==> src/rtl/rcw_pkg.sv <==
package rcw_pkg;
  // Source selection codes
  typedef enum logic [1:0] {
    SRC_PINS = 2'b00,
    SRC_NV   = 2'b01,
    SRC_ZERO = 2'b10
  } src_e;

  // Boot port width codes
  localparam logic [1:0] PSZ_32  = 2'b00;
  localparam logic [1:0] PSZ_8   = 2'b01;
  localparam logic [1:0] PSZ_16  = 2'b10;
  localparam logic [1:0] PSZ_RSV = 2'b11;

  // Chip mode codes
  localparam logic [1:0] CM_EXT32    = 2'b00;
  localparam logic [1:0] CM_EXT16    = 2'b01;
  localparam logic [1:0] CM_SGL_SHOW = 2'b10;
  localparam logic [1:0] CM_SGL      = 2'b11;

  // Field starts, counted from the word's most significant bit
  localparam int PSZ_FROM_TOP = 4;
  localparam int CM_FROM_TOP  = 17;

  function automatic src_e pick_src(input logic strap, input logic nv_absent);
    if (strap)          return SRC_PINS;
    else if (!nv_absent) return SRC_NV;
    else                return SRC_ZERO;
  endfunction
endpackage

==> src/rtl/rcw_rst_sync.sv <==
module rcw_rst_sync #(
  parameter int STAGES = 2
) (
  input  logic clk,
  input  logic por_n,
  output logic rst_n_o
);
  logic [STAGES-1:0] sync_q;
  logic [STAGES-1:0] sync_d;

  always_comb begin
    sync_d = {sync_q[STAGES-2:0], 1'b1};
  end

  always_ff @(posedge clk or negedge por_n) begin
    if (!por_n) sync_q <= '0;
    else        sync_q <= sync_d;
  end

  assign rst_n_o = sync_q[STAGES-1];
endmodule

==> src/rtl/rcw_src_mux.sv <==
module rcw_src_mux #(
  parameter int WORD_W = 32
) (
  input  logic              strap_i,
  input  logic              nv_absent_i,
  input  logic [WORD_W-1:0] pins_i,
  input  logic [WORD_W-1:0] nv_word_i,
  output logic [WORD_W-1:0] src_o
);
  import rcw_pkg::*;

  src_e sel;

  always_comb begin
    sel = pick_src(strap_i, nv_absent_i);
    unique case (sel)
      SRC_PINS: src_o = pins_i;
      SRC_NV:   src_o = nv_word_i;
      default:  src_o = '0;
    endcase
  end
endmodule

==> src/rtl/rcw_sampler.sv <==
module rcw_sampler #(
  parameter int WORD_W = 32,
  parameter int PERIOD = 8
) (
  input  logic              clk,
  input  logic              rst_n,
  input  logic              hard_rst_i,
  input  logic [WORD_W-1:0] src_i,
  output logic [WORD_W-1:0] word_o,
  output logic              valid_o
);
  localparam int CNT_W = (PERIOD > 1) ? $clog2(PERIOD) : 1;
  localparam logic [CNT_W-1:0] CNT_LAST = CNT_W'(PERIOD - 1);

  logic [CNT_W-1:0]  cnt_q, cnt_d;
  logic [WORD_W-1:0] stg1_q, stg2_q;
  logic [WORD_W-1:0] word_q, word_d;
  logic              hard_q;
  logic              valid_q;
  logic              tick;
  logic              negation;

  always_comb begin
    tick     = hard_rst_i && (cnt_q == CNT_LAST);
    negation = hard_q && !hard_rst_i;
    if (!hard_rst_i)  cnt_d = '0;
    else if (tick)    cnt_d = '0;
    else              cnt_d = cnt_q + 1'b1;
    word_d = negation ? stg2_q : word_q;
  end

  always_ff @(posedge clk or negedge rst_n) begin
    if (!rst_n) begin
      cnt_q   <= '0;
      hard_q  <= 1'b0;
      valid_q <= 1'b0;
      word_q  <= '0;
    end else begin
      cnt_q   <= cnt_d;
      hard_q  <= hard_rst_i;
      valid_q <= negation;
      word_q  <= word_d;
    end
  end

  // Double buffer, advanced only on the sample tick
  always_ff @(posedge clk or negedge rst_n) begin
    if (!rst_n) begin
      stg1_q <= '0;
      stg2_q <= '0;
    end else if (tick) begin
      stg1_q <= src_i;
      stg2_q <= stg1_q;
    end
  end

  assign word_o  = word_q;
  assign valid_o = valid_q;
endmodule

==> src/rtl/rcw_decode.sv <==
module rcw_decode (
  input  logic [1:0] psz_field_i,
  input  logic [1:0] cm_field_i,
  output logic [1:0] port_sz_o,
  output logic       port_sz_err_o,
  output logic       bus16_o,
  output logic       single_chip_o,
  output logic       show_cyc_o
);
  import rcw_pkg::*;

  always_comb begin
    port_sz_err_o = (psz_field_i == PSZ_RSV);
    port_sz_o     = port_sz_err_o ? PSZ_32 : psz_field_i;
  end

  always_comb begin
    bus16_o       = 1'b0;
    single_chip_o = 1'b0;
    show_cyc_o    = 1'b0;
    unique case (cm_field_i)
      CM_EXT32:    ;
      CM_EXT16:    bus16_o = 1'b1;
      CM_SGL_SHOW: begin single_chip_o = 1'b1; show_cyc_o = 1'b1; end
      default:     single_chip_o = 1'b1;
    endcase
  end
endmodule

==> src/rtl/rcw_select.sv <==
module rcw_select #(
  parameter int WORD_W      = 32,
  parameter int PERIOD      = 8,
  parameter int SYNC_STAGES = 2
) (
  input  logic              clk,
  input  logic              por_n,
  input  logic              hard_rst_i,
  input  logic              strap_ext_i,
  input  logic              nv_absent_i,
  input  logic [WORD_W-1:0] pins_i,
  input  logic [WORD_W-1:0] nv_word_i,
  input  logic              pd_ctl_i,
  output logic              pulldown_o,
  output logic [WORD_W-1:0] cfg_word_o,
  output logic              cfg_valid_o,
  output logic [1:0]        port_sz_o,
  output logic              port_sz_err_o,
  output logic              bus16_o,
  output logic              single_chip_o,
  output logic              show_cyc_o
);
  import rcw_pkg::*;

  localparam int PSZ_HI = WORD_W - 1 - PSZ_FROM_TOP;
  localparam int CM_HI  = WORD_W - 1 - CM_FROM_TOP;

  logic              rst_n;
  logic [WORD_W-1:0] src;

  rcw_rst_sync #(.STAGES(SYNC_STAGES)) u_sync (
    .clk     (clk),
    .por_n   (por_n),
    .rst_n_o (rst_n)
  );

  rcw_src_mux #(.WORD_W(WORD_W)) u_mux (
    .strap_i     (strap_ext_i),
    .nv_absent_i (nv_absent_i),
    .pins_i      (pins_i),
    .nv_word_i   (nv_word_i),
    .src_o       (src)
  );

  rcw_sampler #(.WORD_W(WORD_W), .PERIOD(PERIOD)) u_smp (
    .clk        (clk),
    .rst_n      (rst_n),
    .hard_rst_i (hard_rst_i),
    .src_i      (src),
    .word_o     (cfg_word_o),
    .valid_o    (cfg_valid_o)
  );

  rcw_decode u_dec (
    .psz_field_i   (cfg_word_o[PSZ_HI -: 2]),
    .cm_field_i    (cfg_word_o[CM_HI -: 2]),
    .port_sz_o     (port_sz_o),
    .port_sz_err_o (port_sz_err_o),
    .bus16_o       (bus16_o),
    .single_chip_o (single_chip_o),
    .show_cyc_o    (show_cyc_o)
  );

  assign pulldown_o = pd_ctl_i & hard_rst_i & strap_ext_i;
endmodule

==> config.mk <==
export PLATFORM = sky130hd
export DESIGN_NAME = rcw_select
export DESIGN_NICKNAME = d
export VERILOG_FILES = /design/src/rtl/rcw_pkg.sv /design/src/rtl/rcw_rst_sync.sv /design/src/rtl/rcw_src_mux.sv /design/src/rtl/rcw_sampler.sv /design/src/rtl/rcw_decode.sv /design/src/rtl/rcw_select.sv
export SDC_FILE = /design/constraint.sdc
export NUM_CORES = 1
export LEC_CHECK = 0
export ABC_AREA = 1
export BUFFER_PORTS_ARGS = -buffer_cell sky130_fd_sc_hd__clkbuf_2
export CORE_UTILIZATION = 47
export CTS_BUF_LIST = sky130_fd_sc_hd__clkbuf_4
export CTS_CLUSTER_DIAMETER = 150
export DETAILED_ROUTE_END_ITERATION = 6
export PLACE_DENSITY = 0.72
export SYNTH_ARGS = -nofsm -noshare
export SYNTH_HDL_FRONTEND = slang
export SYNTH_SLANG_ARGS = --single-unit
==> constraint.sdc <==
create_clock -name clk -period 8.15 [get_ports clk]
set_input_delay 0.815 -clock clk [delete_from_list [all_inputs] [get_ports clk]]
set_output_delay 0.815 -clock clk [all_outputs]
set_load 0.02 [all_outputs]
==> key figures <==
STA
  – Final cycle utilization of the critical path: 31.5%
  – Fin. max-slew vios: 0
  – Worst-Margin Slew: 1.09 ns
  – Fin crit period: 2.57 ns
  – Fmax: 389 MHz
  – Slew Limit Headroom: 26.9%
  – # setup viols final: 0
  – Setup TNS: 0 ns
  – Hold Vio Cnt, Final: 0
  – RSZ-0062 raised after global routing: no
  – Hold slack: 0.117 ns
  – Final Skew: around 0.018 ns

Setup path
  – Worst EP required: between 7 and 8 ns
  – Critical path startpoint category: primary input
  – Worst-case reg-to-reg path depth: 7
  – Crit end category: primary output
  – Arr. time, crit path: 1.75 ns
  – Crit path to: pulldown_o
  – RR Startpoint: u_smp.cnt_q[0]
  – Type of the worst setup path: in -> out
  – Worst r2r dst: u_smp.stg2_q[6]
  – Reg-to-reg setup timing slack: 5.66 ns
  – CP max FO: 34
  – Critical path origin: strap_ext_i

Layout
  – Antenna diodes: 0
  – Layout fillers: slightly above 800
  – Area delta synth->final: 17.6%
  – Share of layout cells above drive strength 1: 21.0%
  – Final std cells w/o fill: 736
  – NumNets Final: 695

Pwr
  – Sw Pwr: around 0.25 mW
  – VDD IR max: 0.000116 V
  – PD cells: 203 nW/µm²
  – Internal Dissipation: 0.781 mW
  – Sw Share: around a quarter
  – Total power: 1.03 mW
  – Seq pwr share: 55.8%
  – Leak Pwr: 3.07 nW
  – Combinational power share: under 10%
  – Clock share of power: about a third

Clocking
  – CTS max path bufs: 2
  – CTS Root Cell: clkbuf_4
  – Clk_lat worst skew: 0.44 ns
  – CTS tree: built
  – Total CTS buffers: 9
  – Clock Sinks: 103
  – CTS Hold Buffers Added: 0
  – Clk pin slew, worst setup/hold paths: about 0.16 ns
  – CTS H-tree depth: 3
  – CTS resizes: 0
  – Setup Buffers After CTS: 0

Routing
  – Via/cell ratio: 4.71
  – WL final: 9030 µm
  – Starting DRT DRC Count: 136
  – DR WL/cell: approximately 12 µm
  – Antenna-violating nets left: 0
  – Via count: about 3.5k
  – Detailed-router iteration count before antenna repair: 7
  – # DRC: 8

Synthesis
  – Post-Syn Nets: 600
  – Ys Warns: 0
  – Largest area contributor in the netlist: dfrtp_1
  – Seq/Total Area, Yosys: roughly three fifths
  – Syn Area/Cell: around 8 µm²
  – Synth cell types: 16
  – Mapped Cells: 528
  – Post-synth top area share: 59.7%
  – Top cells by area, synth: dfrtp_1, nand2_1, nor2_1, inv_1, a21oi_1
  – Synth Cell Area: 4320 µm²
  – Yosys reg bits: around 100

Outcome
  – Outcome: finished with violations
  – Failing checks: DRC

Global route
  – Antenna violations before repair: 0
  – GRT Util Overall: slightly above 20%
  – Vias in the first global route: approximately 3.4k
  – Total grt overflow: 0
  – Largest net degree at the start of global routing: 73
  – First-pass GRT wire length: 15,600 µm

Floorplan
  – Num rows: 34
  – CORE AREA: between 8000 and 9000 µm²
  – Die width: 97.9 µm
  – Die area: 9580 µm²
  – Die Y-Extent: 97.9 µm
  – Initial Utilization: approximately half
  – # IOs: 110

Place
  – DPL Wire Length: 5820 µm
  – Placed cells: 720
  – Global placer's final weighted congestion: between 0.8 and 0.9
  – Buffers on Ports: 109

Min path
  – Worst hold path class: in -> async

Job
  – Maxcap violations: 0
[state kept, by name (all words and copies together), names as in the netlist]
signal	flops
u_sync.sync_q	2
u_smp.stg1_q	32
u_smp.valid_o	1
u_smp.hard_q	1
u_smp.cnt_q	3
u_smp.word_o	32
u_smp.stg2_q	32
[power groups by stage]
| stage | clock (mW) | combinational (mW) | sequential (mW) |
|---|---|---|---|
| floorplan | 0 | 0.0546 | 0.592 |
| global placement | 0 | 0.0997 | 0.584 |
| detailed placement | 0 | 0.102 | 0.586 |
| CTS | 0.359 | 0.104 | 0.576 |
| global route | 0.377 | 0.117 | 0.581 |
| finish | 0.354 | 0.102 | 0.575 |
[critical path, cell delays in order]
cell and delay [ns]:
clkbuf_2 0.54, nand2_1 0.10, nor2_1 0.12, clkbuf_2 0.17
[synthesized netlist by cell type]
cell / instances
nand2_1: 221
dfrtp_1: 103
nor2_1: 70
inv_1: 48
a21oi_1: 32
o21ai_0: 20
buf_2: 18
buf_4: 5
clkbuf_1: 3
ha_1: 2
buf_6: 1
conb_1: 1
inv_2: 1
nand2_4: 1
nor2_4: 1
nor3_1: 1
[cells by family after synthesis]
family	synth area share [%]
flops	59.7
fa+ha+maj	0.579
other cells	0.0868
buf+inv	7.73
simple gates	25.9
compound gates	6.02
[area by class of cell]
cell class | count | area [µm²] | share of cell area, %
multi-input cells | 349 | 1410 | 27.8
inverters | 49 | 184 | 3.62
well taps | 108 | 135 | 2.66
flip-flops and latches | 103 | 2580 | 50.8
clock inverters | 6 | 133 | 2.61
clock buffers | 10 | 75.1 | 1.48
repair buffers | 111 | 561 | 11.0
[metrics by stage]
stage	util, %	instance area (µm²)	setup WS, ns
after floorplan	-	4320	5.07
after detailed placement	55.3	4870	5.56
after CTS	57.7	5080	5.57
after global routing	57.7	5080	5.41
after global placement	55.3	4870	5.58
final	57.7	5080	5.58
[worst min-delay path by stage]
| stage | from | to | slack (ns) | cells past startpoint |
|---|---|---|---|---|
| finish | por_n | u_sync.sync_q[1] | 0.12 | 1 |
| global route | por_n | u_sync.sync_q[0] | 0.08 | 1 |
| CTS | por_n | u_sync.sync_q[1] | 0.1 | 1 |
| detailed placement | u_sync.sync_q[0] | u_sync.sync_q[1] | 0.34 | 0 |
| global placement | u_sync.sync_q[0] | u_sync.sync_q[1] | 0.33 | 0 |
| floorplan | u_sync.sync_q[0] | u_sync.sync_q[1] | 0.33 | 0 |
[layout by cell type (no fill, tap or decap), types with 2 or more instances in the layout]
cell and instances:
o21ai_0 20, a21oi_1 32, clkbuf_2 109, bufinv_16 4
nor2_1 70, ha_1 2, dfrtp_1 102, clkbuf_4 10
nand2_1 220, buf_4 2, inv_1 48
[metal layers]
metal / vias to the layer above / part of all wire (%) / GRT usage, %
li1: 1769 / - / -
met1: 1586 / 46 / 26.7
met2: 101 / 48 / 34.2
met3: 10 / 4.6 / 3.15
met4: 0 / 1.4 / 8.86
met5: - / 0 / 0
Note: power is estimated with default switching activity, not from simulation.
